$ cat src/rtl/irq_route_pkg.sv
package irq_route_pkg;

    localparam int DEST_W = 8;
    localparam int VEC_W  = 8;
    localparam int MODE_W = 3;

    localparam logic [MODE_W-1:0] MODE_FIXED  = 3'b000;
    localparam logic [MODE_W-1:0] MODE_LOWEST = 3'b001;
    localparam logic [DEST_W-1:0] DEST_ALL    = '1;

    typedef enum logic {ADDR_PHYS = 1'b0, ADDR_LOGIC = 1'b1} addr_kind_e;

    typedef struct packed {
        logic [VEC_W-1:0]  vector;
        logic [MODE_W-1:0] mode;
    } job_t;

    function automatic logic mode_supported(input logic [MODE_W-1:0] m);
        return (m == MODE_FIXED) || (m == MODE_LOWEST);
    endfunction

endpackage

$ cat src/rtl/irq_dest_resolve.sv
module irq_dest_resolve
    import irq_route_pkg::*;
#(
    parameter int NCPU = 8
) (
    input  logic [DEST_W-1:0]      dest,
    input  addr_kind_e             kind,
    input  logic [NCPU-1:0]        present,
    input  logic [NCPU*DEST_W-1:0] phys_ids,
    input  logic [NCPU*DEST_W-1:0] log_ids,
    output logic [NCPU-1:0]        mask
);

    logic [NCPU-1:0] phys_hit;
    logic [NCPU-1:0] log_hit;

    genvar g;
    generate
        for (g = 0; g < NCPU; g++) begin : g_cmp
            assign phys_hit[g] = present[g] && (phys_ids[g*DEST_W +: DEST_W] == dest);
            assign log_hit[g]  = present[g] && (|(log_ids[g*DEST_W +: DEST_W] & dest));
        end
    endgenerate

    logic [NCPU-1:0] first_phys;
    always_comb begin
        first_phys = '0;
        for (int i = NCPU - 1; i >= 0; i--) begin
            if (phys_hit[i]) begin
                first_phys    = '0;
                first_phys[i] = 1'b1;
            end
        end
    end

    always_comb begin
        if (kind == ADDR_PHYS) begin
            mask = (dest == DEST_ALL) ? present : first_phys;
        end else begin
            mask = (dest == '0) ? '0 : log_hit;
        end
    end

endmodule

$ cat src/rtl/irq_rr_pick.sv
module irq_rr_pick #(
    parameter int NCPU = 8,
    localparam int IDX_W = $clog2(NCPU)
) (
    input  logic [NCPU-1:0]  mask,
    input  logic [IDX_W-1:0] last,
    output logic [IDX_W-1:0] pick,
    output logic             pick_ok
);

    always_comb begin
        pick    = '0;
        pick_ok = 1'b0;
        for (int off = 1; off <= NCPU; off++) begin
            int j;
            j = int'(last) + off;
            if (j >= NCPU) j = j - NCPU;
            if (!pick_ok && mask[j]) begin
                pick    = IDX_W'(j);
                pick_ok = 1'b1;
            end
        end
    end

endmodule

$ cat src/rtl/irq_dispatch_seq.sv
module irq_dispatch_seq
    import irq_route_pkg::*;
#(
    parameter int NCPU = 8,
    localparam int IDX_W = $clog2(NCPU)
) (
    input  logic             clk,
    input  logic             rst,
    input  logic             accept,
    input  job_t             job,
    input  logic [NCPU-1:0]  mask,
    input  logic [IDX_W-1:0] pick,
    input  logic             pick_ok,
    output logic [IDX_W-1:0] last,
    output logic             ready,
    output logic             out_valid,
    output logic [IDX_W-1:0] out_target,
    output logic [VEC_W-1:0] out_vector
);

    logic [NCPU-1:0]  pending;
    logic [VEC_W-1:0] vec_q;

    always_comb begin
        out_target = '0;
        for (int i = NCPU - 1; i >= 0; i--) begin
            if (pending[i]) out_target = IDX_W'(i);
        end
    end

    assign out_valid  = |pending;
    assign ready      = ~out_valid;
    assign out_vector = vec_q;

    always_ff @(posedge clk) begin
        if (rst) begin
            pending <= '0;
            vec_q   <= '0;
            last    <= IDX_W'(NCPU - 1);
        end else if (accept) begin
            vec_q <= job.vector;
            case (job.mode)
                MODE_FIXED:  pending <= mask;
                MODE_LOWEST: begin
                    if (pick_ok) begin
                        pending       <= '0;
                        pending[pick] <= 1'b1;
                        last          <= pick;
                    end else begin
                        pending <= '0;
                    end
                end
                default:     pending <= '0;
            endcase
        end else if (out_valid) begin
            pending[out_target] <= 1'b0;
        end
    end

    assert_ascending_R7: assert property (@(posedge clk) disable iff (rst)
        (out_valid && $past(out_valid)) |-> (out_target > $past(out_target)));

    assert_vector_held_R7: assert property (@(posedge clk) disable iff (rst)
        (out_valid && $past(out_valid)) |-> $stable(out_vector));

    assert_empty_idle_R6: assert property (@(posedge clk) disable iff (rst)
        (accept && mask == '0) |=> (!out_valid && ready));

    assert_lowest_single_R8: assert property (@(posedge clk) disable iff (rst)
        (accept && job.mode == MODE_LOWEST && mask != '0) |=> (out_valid ##1 !out_valid));

    assert_drop_mode_R9: assert property (@(posedge clk) disable iff (rst)
        (accept && !mode_supported(job.mode)) |=> !out_valid);

endmodule

$ cat src/rtl/irq_dispatch_top.sv
module irq_dispatch_top
    import irq_route_pkg::*;
#(
    parameter int NCPU = 8,
    localparam int IDX_W = $clog2(NCPU)
) (
    input  logic                   clk,
    input  logic                   rst,
    input  logic                   req_valid,
    output logic                   req_ready,
    input  logic [7:0]             req_dest,
    input  logic                   req_logical,
    input  logic [2:0]             req_mode,
    input  logic [7:0]             req_vector,
    input  logic [NCPU-1:0]        cpu_present,
    input  logic [NCPU*8-1:0]      cpu_phys_id,
    input  logic [NCPU*8-1:0]      cpu_log_id,
    output logic                   out_valid,
    output logic [IDX_W-1:0]       out_target,
    output logic [7:0]             out_vector
);

    logic [NCPU-1:0]  mask;
    logic [IDX_W-1:0] last;
    logic [IDX_W-1:0] pick;
    logic             pick_ok;
    logic             accept;
    job_t             job;
    addr_kind_e       kind;

    assign kind       = req_logical ? ADDR_LOGIC : ADDR_PHYS;
    assign job.vector = req_vector;
    assign job.mode   = req_mode;
    assign accept     = req_valid && req_ready;

    irq_dest_resolve #(.NCPU(NCPU)) u_resolve (
        .dest     (req_dest),
        .kind     (kind),
        .present  (cpu_present),
        .phys_ids (cpu_phys_id),
        .log_ids  (cpu_log_id),
        .mask     (mask)
    );

    irq_rr_pick #(.NCPU(NCPU)) u_rr (
        .mask    (mask),
        .last    (last),
        .pick    (pick),
        .pick_ok (pick_ok)
    );

    irq_dispatch_seq #(.NCPU(NCPU)) u_seq (
        .clk        (clk),
        .rst        (rst),
        .accept     (accept),
        .job        (job),
        .mask       (mask),
        .pick       (pick),
        .pick_ok    (pick_ok),
        .last       (last),
        .ready      (req_ready),
        .out_valid  (out_valid),
        .out_target (out_target),
        .out_vector (out_vector)
    );

    assert_phys_single_R3: assert property (@(posedge clk) disable iff (rst)
        (!req_logical && req_dest != DEST_ALL) |-> $onehot0(mask));

    assert_logic_zero_R4: assert property (@(posedge clk) disable iff (rst)
        (accept && req_logical && req_dest == '0) |=> !out_valid);

    assert_broadcast_R2: assert property (@(posedge clk) disable iff (rst)
        (accept && req_mode == MODE_FIXED && !req_logical && req_dest == DEST_ALL
         && cpu_present != '0) |=> out_valid);

    assert_busy_blocks_R10: assert property (@(posedge clk) disable iff (rst)
        (out_valid && !$past(req_ready)) |-> $stable(out_vector));

endmodule

$ cat config.mk
export PLATFORM = sky130hd
export DESIGN_NAME = irq_dispatch_top
export DESIGN_NICKNAME = d
export VERILOG_FILES = /design/src/rtl/irq_route_pkg.sv /design/src/rtl/irq_dest_resolve.sv /design/src/rtl/irq_rr_pick.sv /design/src/rtl/irq_dispatch_seq.sv /design/src/rtl/irq_dispatch_top.sv
export SDC_FILE = /design/constraint.sdc
export NUM_CORES = 1
export LEC_CHECK = 0
export BUFFER_PORTS_ARGS = -buffer_cell sky130_fd_sc_hd__buf_2
export CAP_MARGIN = 15
export CORE_MARGIN = 1
export CORE_UTILIZATION = 45
export CTS_CLUSTER_SIZE = 24
export DETAILED_ROUTE_END_ITERATION = 8
export PLACE_DENSITY = 0.86
export SETUP_SLACK_MARGIN = 0.05
export SLEW_MARGIN = 0
export SYNTH_ARGS = -nofsm -noshare
export SYNTH_HDL_FRONTEND = slang
export SYNTH_SLANG_ARGS = --single-unit
$ cat constraint.sdc
create_clock -name clk -period 7.7 [get_ports clk]
set_input_delay 0.385 -clock clk [delete_from_list [all_inputs] [get_ports clk]]
set_output_delay 0.385 -clock clk [all_outputs]
set_load 0.02 [all_outputs]
==> out/metrics.cfg, run 1 <==
[outcome]
outcome=finished clean

[power]
leakagePower_nw=1.77
pwr-share-seq_pct=18.4
comb_power_share_pct=73.3
p_switching_w=0.000442
ir_worst_vdd_uv=144
clkPwrFrac_pct=8.3
switching_share_pct=52.6
power_density_nw_per_um2=201
internal_power_w=0.000398

[setup_path]
worstPathArrival_ns=4.64
r2r_cells=12
r2r_slack_ns=3.23
crit_type=register to register
start_kind=register
critPathRequiredTime_ns=7.87
critPathMaxFanout=15
end_kind=register

[timing]
slew-limit-headroom_pct=38.4
slew_viol_final=0
setup_viol=0
worstMarginPinSlew_ns=0.901
rsz0062_at_grt=false
fin_crit_ns=4.47
finalSetupTns_ns=0
fin_crit_sh_pct=58.0
fmax_mhz=224
fin_skew_ns=0.00340
hold_viol_final=0

[die]
initial_core_util_pct=47.8
dieArea_sq_um=7720
die_x_um=87.9
io_pins=172
core_sq_um=6940
die_height_um=87.9
row_count=30

[clock_network]
root_buffer=clkbuf_8
numCtsBuffers=3
cts_setup_buffers=0
clock_sinks=19
cts_resized=0
ctsHoldBuffers=0
clock_latency_ns=0.26
cts_max_path_buffers=2
cts_tree=yes
clkTransAtPathRegs_ns=0.07
htree_levels=1

[global_route]
grt_max_degree=30
grt_first_pass_wirelength_um=19300
antenna_found_initial=0
track_usage_pct=31.3
gr-total-overflow=0
grt_pass1_vias=3990

[place]
dpl.hpwl_um=9870
place_area_sq_um=4130
gp_congestion=1.03
port_buffers=171

[final_layout]
layout_common_cells=171 x buf_2, 47 x nand2_1, 47 x xnor2_1, 31 x a21oi_1, 28 x a22oi_1
final_nets=765
n_antenna_cell=0
drive_gt1_share_pct=33.5
nFillCells=640
multiInputGateArea_sq_um=2730
final_cell_area_sq_um=4170
layout_commonest_cell=buf_2
area_delta_synth_final_pct=25.8
ff_latch_area_sq_um=380

[synthesis]
synth_edf_count=0
syn_inst=458
synth_async_sr_flop_share_pct=0
synth_top_area_share_pct=12.4
yosys_register_bits=19
yosys_most_used_dff=dfxtp_1
yosys_warnings=0
synthTopCellsByArea=xnor2_1 12%, dfxtp_1 11%, a22oi_1 6.3%
netlist_area_sq_um=3320
syn-num-nets=619
ys_types=83
synth_seq_area_share_pct=11.5
syn_area_per_cell_sq_um=7.24
yosys.area.top_type=xnor2_1

[job]
drv_cap=0

[detailed_routing]
wire_per_inst_um=17.4
drt_iter0_drc=488
wirelength_um=12100
drc=0
antenna_left=0
num_vias=4337
dr.pass1.iters=5
via_per_inst=6.20

[worst_hold_path]
whs_path_depth=3
hp-class=input pin to register

==> cell usage after synthesis (4+ instances only) <==
master and count:
nor2_1 27, xor2_1 20, nor4_1 7, xnor2_1 47, o31ai_1 5, a211oi_1 6
nand4_1 18, dfxtp_1 19, nand2b_1 5, nor3_1 15, a221oi_1 4, nand3_1 17
nand2_1 47, inv_1 6, o21ai_0 12, buf_2 7, clkbuf_1 11, a21oi_1 31
buf_4 7, and2_1 4, or3_1 7, a21o_1 5, a22oi_1 28, and3_1 4
nor2b_1 5
==> stage by stage <==
stage | util [%] | instances | power [W] | setup slack [ns] | hold WS (ns)
floorplan | - | 458 | 0.000591 | 4.00 | 0.488
global placement | 59.4 | 695 | 0.000746 | 3.49 | 0.439
detailed placement | 59.4 | 695 | 0.000760 | 3.26 | 0.449
CTS | 60.1 | 699 | 0.000829 | 3.36 | 0.363
global route | 60.1 | 699 | 0.000899 | 3.00 | 0.373
finish | 60.1 | 699 | 0.000840 | 3.23 | 0.364
==> sequential cells by signal (all words and copies together) (netlist names) <==
name              cells
u_seq.last            3
u_seq.out_vector      8
u_seq.pending         8
==> power by group through the flow <==
stage / Combinational [W] / Clock (W) / Sequential [W]
final: 0.000615 / 0.0000698 / 0.000154
after global routing: 0.000668 / 0.0000739 / 0.000158
after CTS: 0.000606 / 0.0000700 / 0.000154
after detailed placement: 0.000604 / 0 / 0.000156
after global placement: 0.000591 / 0 / 0.000154
after floorplan: 0.000426 / 0 / 0.000164
==> cell type report <==
type | count | share of cell area [%]
clock buffer | 4 | 1.08
inverter | 8 | 0.720
multi-input combinational | 400 | 65.5
sequential | 19 | 9.12
tap | 96 | 2.88
timing repair buffer | 172 | 20.7
==> metal layers <==
metal | routed length (um) | vias to the layer above | track usage [%]
met5 | 0 | - | 0
met4 | 391 | 0 | 11.3
met3 | 1100 | 46 | 5.75
met2 | 5920 | 279 | 52.3
met1 | 4730 | 1977 | 40.2
li1 | - | 2035 | -
==> path summary, 6_finish.rpt <==
path                                          from                          endpoint
setup / recovery        u_seq.last[1]$_SDFFE_PP1P_     u_seq.pending[6]$_SDFFE_PP0P_
hold / removal                       req_vector[4]  u_seq.out_vector[4]$_SDFFE_PP0P_
setup reg to reg        u_seq.last[1]$_SDFFE_PP1P_     u_seq.pending[6]$_SDFFE_PP0P_
hold reg to reg   u_seq.out_vector[4]$_SDFFE_PP0P_  u_seq.out_vector[4]$_SDFFE_PP0P_
==> cell families (layout without fill, tap and decap cells) <==
family	after synthesis	after routing	share of synthesized area, %
simple gates	173	173	27.2
xor+xnor	67	67	17.7
fa+ha+maj	2	2	0.754
flops	19	19	11.5
buf+inv	39	184	6.15
mux	4	4	1.24
compound gates	154	154	35.5
==> critical path, cell delays in order (launching register included) <==
cell      delay [ns]
dfxtp_1         0.66
clkinv_1        0.41
ha_1            0.69
inv_1           0.25
nor2_1          0.27
a221oi_2        0.16
a31o_1          0.30
or3_1           0.41
or3_4           0.38
o211ai_2        0.26
nor2b_2         0.22
nand3_1         0.11
a221oi_2        0.26
Note: power is estimated with default switching activity, not from simulation.
==> run 2: changes to the inputs <==
--- a/config.mk
+++ b/config.mk
@@ -5,13 +5,14 @@
 export SDC_FILE = /design/constraint.sdc
 export NUM_CORES = 1
 export LEC_CHECK = 0
+export ABC_AREA = 1
 export BUFFER_PORTS_ARGS = -buffer_cell sky130_fd_sc_hd__buf_2
 export CAP_MARGIN = 15
 export CORE_MARGIN = 1
 export CORE_UTILIZATION = 45
 export CTS_CLUSTER_SIZE = 24
 export DETAILED_ROUTE_END_ITERATION = 8
-export PLACE_DENSITY = 0.86
+export PLACE_DENSITY = 0.84
 export SETUP_SLACK_MARGIN = 0.05
 export SLEW_MARGIN = 0
 export SYNTH_ARGS = -nofsm -noshare
==> constraint.sdc (replaced) <==
create_clock -name clk -period 4.6 [get_ports clk]
set_input_delay 0.23 -clock clk [delete_from_list [all_inputs] [get_ports clk]]
set_output_delay 0.23 -clock clk [all_outputs]
set_load 0.02 [all_outputs]
==> out/metrics.cfg, run 2 <==
[outcome]
outcome=finished clean

[timing]
fin_crit_sh_pct=71.7  ; +14 points
whs_ns=0.196  ; -0.168 ns
rsz0062_at_grt=false
hold_viol_final=0  ; unchanged
fin_crit_ns=3.30  ; -1.17 ns
slew_viol_final=0  ; unchanged
finalSetupTns_ns=0  ; unchanged
setup_viol=0  ; unchanged
fin_skew_ns=0.00123  ; -0.00217 ns
slew-limit-headroom_pct=35.0  ; -3.4 points
worstMarginPinSlew_ns=0.967  ; +0.0662 ns
fmax_mhz=303  ; +35%

[global_route]
grt_pass1_vias=4521  ; +13%
antenna_found_initial=0  ; unchanged
track_usage_pct=28.7  ; -2.6 points
grt_first_pass_wirelength_um=19900  ; +3.4%
gr-total-overflow=0  ; unchanged
grt_max_degree=22  ; -27%

[place]
place_area_sq_um=4430  ; +7.4%
port_buffers=171  ; unchanged
gp_congestion=0.947  ; -8.4%
dpl.hpwl_um=9850  ; -0.19%

[final_layout]
area_delta_synth_final_pct=22.3
final_nets=1022  ; +34%
final_cell_area_sq_um=4480  ; +7.3%
layout_common_cells=277 x nand2_1, 171 x buf_2, 85 x nor2_1, 71 x inv_1, 68 x nand3_1
ff_latch_area_sq_um=380  ; unchanged
n_antenna_cell=0  ; unchanged
multiInputGateArea_sq_um=2730  ; about the same
drive_gt1_share_pct=25.6  ; -7.9 points
layout_commonest_cell=nand2_1
nFillCells=852  ; +33%

[worst_hold_path]
hp-class=input pin to register
hp-start=req_vector[3]

[synthesis]
syn_area_per_cell_sq_um=5.15  ; -29%
synth_seq_area_share_pct=10.4  ; -1.1 points
synth_top_area_share_pct=28.4  ; +16 points
ys_types=43  ; -48%
yosys.area.top_type=nand2_1
netlist_top_cells_count=277 x nand2_1, 85 x nor2_1, 71 x inv_1
syn-num-nets=871  ; +41%
synthTopCellsByArea=nand2_1 28%, dfxtp_1 10%, nand3_1 9.3%
netlist_area_sq_um=3660  ; +10%
synth_edf_count=0  ; unchanged
yosys_most_used_dff=dfxtp_1
syn_inst=710  ; +55%
synth_most_common_cell=nand2_1
yosys_warnings=0  ; unchanged
yosys_register_bits=19  ; unchanged
synth_async_sr_flop_share_pct=0  ; unchanged

[detailed_routing]
wirelength_um=12100  ; -0.55%
antenna_left=0  ; unchanged
wl_met2_um=5900  ; -0.35%
dr.pass1.iters=6  ; +1
wire_per_inst_um=12.5  ; -28%
drt_iter0_drc=265  ; -46%
drc=0  ; unchanged
via_per_inst=5.10  ; -18%
num_vias=4907  ; +13%
top_layer=met4
wl_met3_um=876  ; -20%
wl_met1_um=4990  ; +5.5%

[setup_path]
critPathRequiredTime_ns=4.79  ; -3.08 ns
timing.rr.start=u_seq.last[0]$_SDFFE_PP1P_
crit_type=register to register
crit_start=u_seq.last[0]$_SDFFE_PP1P_
start_kind=register
end_kind=register
critPathMaxFanout=15  ; unchanged
worstPathArrival_ns=3.49  ; -1.15 ns

[clock_network]
cts_resized=0  ; unchanged
cts_tree=yes
clock_sinks=19  ; unchanged
clock_latency_ns=0.25  ; about the same
root_buffer=clkbuf_8
cts_setup_buffers=0  ; unchanged
cts_max_path_buffers=2  ; unchanged
numCtsBuffers=3  ; unchanged
clkTransAtPathRegs_ns=0.07  ; about the same
htree_levels=1  ; unchanged
ctsHoldBuffers=0  ; unchanged

[power]
ir_worst_vdd_uv=107  ; -26%
power_density_nw_per_um2=189  ; -6.3%
comb_power_share_pct=63.3  ; -10 points
p_switching_w=0.000410  ; -7.2%
pwr-share-seq_pct=23.1  ; +4.7 points
clkPwrFrac_pct=13.7  ; +5.4 points
internal_power_w=0.000434  ; +9.2%
switching_share_pct=48.6  ; -4.1 points
leakagePower_nw=2.64  ; +49%

[die]
row_count=32  ; +6.7%
dieArea_sq_um=8490  ; +10%
initial_core_util_pct=46.9  ; -0.91 points
die_x_um=92.2  ; +4.9%
die_height_um=92.2  ; +4.9%
core_sq_um=7810  ; +12%
io_pins=172  ; unchanged

[job]
drv_cap=0  ; unchanged

run 2: changes by cell type in the layout (fill, tap and decap cells not counted), sizes merged, moves of 8 or more:
cell   previous run  this run
nand2            47       287
inv               7        84
nor2             27        92
nand3            17        77
xnor2            47        10
a22oi            28         0
o21ai            16        38
a21oi            33        13
nor3             17         5
xor2             20         8
or3               8         0
run 2: power by group through the flow:
stage | Combinational (W) | Clock, W | Sequential, W
finish | 0.000534 | 0.000115 | 0.000195
global route | 0.000600 | 0.000126 | 0.000197
CTS | 0.000528 | 0.000118 | 0.000194
detailed placement | 0.000526 | 0 | 0.000198
global placement | 0.000520 | 0 | 0.000197
floorplan | 0.000364 | 0 | 0.000208
run 2: routing by layer:
layer / up-vias / track usage (%)
met5: - / 0
met1: 2112 / 33.9
li1: 2549 / -
met3: 30 / 4.64
met2: 216 / 52.5
met4: 0 / 8.98
run 2: per-stage QoR:
| stage | cells | power (W) | setup slack, ns | utilization (%) |
|---|---|---|---|---|
| 6_report | 962 | 0.000844 | 1.30 | 57.3 |
| 5_1_grt | 962 | 0.000923 | 0.994 | 57.3 |
| 2_1_floorplan | 710 | 0.000572 | 2.00 | - |
| 3_5_place_dp | 958 | 0.000724 | 1.31 | 56.7 |
| 3_3_place_gp | 958 | 0.000717 | 1.32 | 56.7 |
| 4_1_cts | 962 | 0.000840 | 1.38 | 57.3 |
run 2: cell type report:
| class | instances | area share (%) |
|---|---|---|
| clock buffer | 4 | 1.01 |
| sequential | 19 | 8.50 |
| multi-input combinational | 579 | 61.0 |
| timing repair buffer | 171 | 19.1 |
| inverter | 87 | 7.49 |
| tap | 102 | 2.85 |
run 2: path summary, 6_finish.rpt:
check / end / slack (ns) / cells after the start
setup reg to reg: u_seq.pending[1]$_SDFFE_PP0P_ / 1.30 / 14
hold reg to reg: u_seq.pending[1]$_SDFFE_PP0P_ / 0.50 / 2
hold / removal: u_seq.out_vector[3]$_SDFFE_PP0P_ / 0.20 / 3
setup / recovery: u_seq.pending[1]$_SDFFE_PP0P_ / 1.30 / 14
run 2: cells by family (layout without fill, tap and decap cells):
| family | count (synthesis) | count (layout) | share of synthesized area (%) |
|---|---|---|---|
| buffers and inverters | 112 | 262 | 14.9 |
| AO/OA/AOI/OAI | 71 | 71 | 11.9 |
| XOR/XNOR | 18 | 18 | 4.31 |
| adder cells (fa/ha/maj) | 2 | 2 | 0.684 |
| AND/OR/NAND/NOR | 488 | 488 | 57.8 |
| flip-flops | 19 | 19 | 10.4 |
run 2: worst max-delay path: stages, from the launching register on:
cell and delay, ns:
dfxtp_1 0.62, inv_1 0.37, ha_1 0.50, inv_1 0.21, nand2_1 0.09, and2_1 0.15, o21ai_1 0.34, inv_1 0.15
nand3_1 0.12, nand3_2 0.16, nor2_1 0.16, nand2_1 0.08, nand2_1 0.06, nand2_1 0.05, a21oi_1 0.15
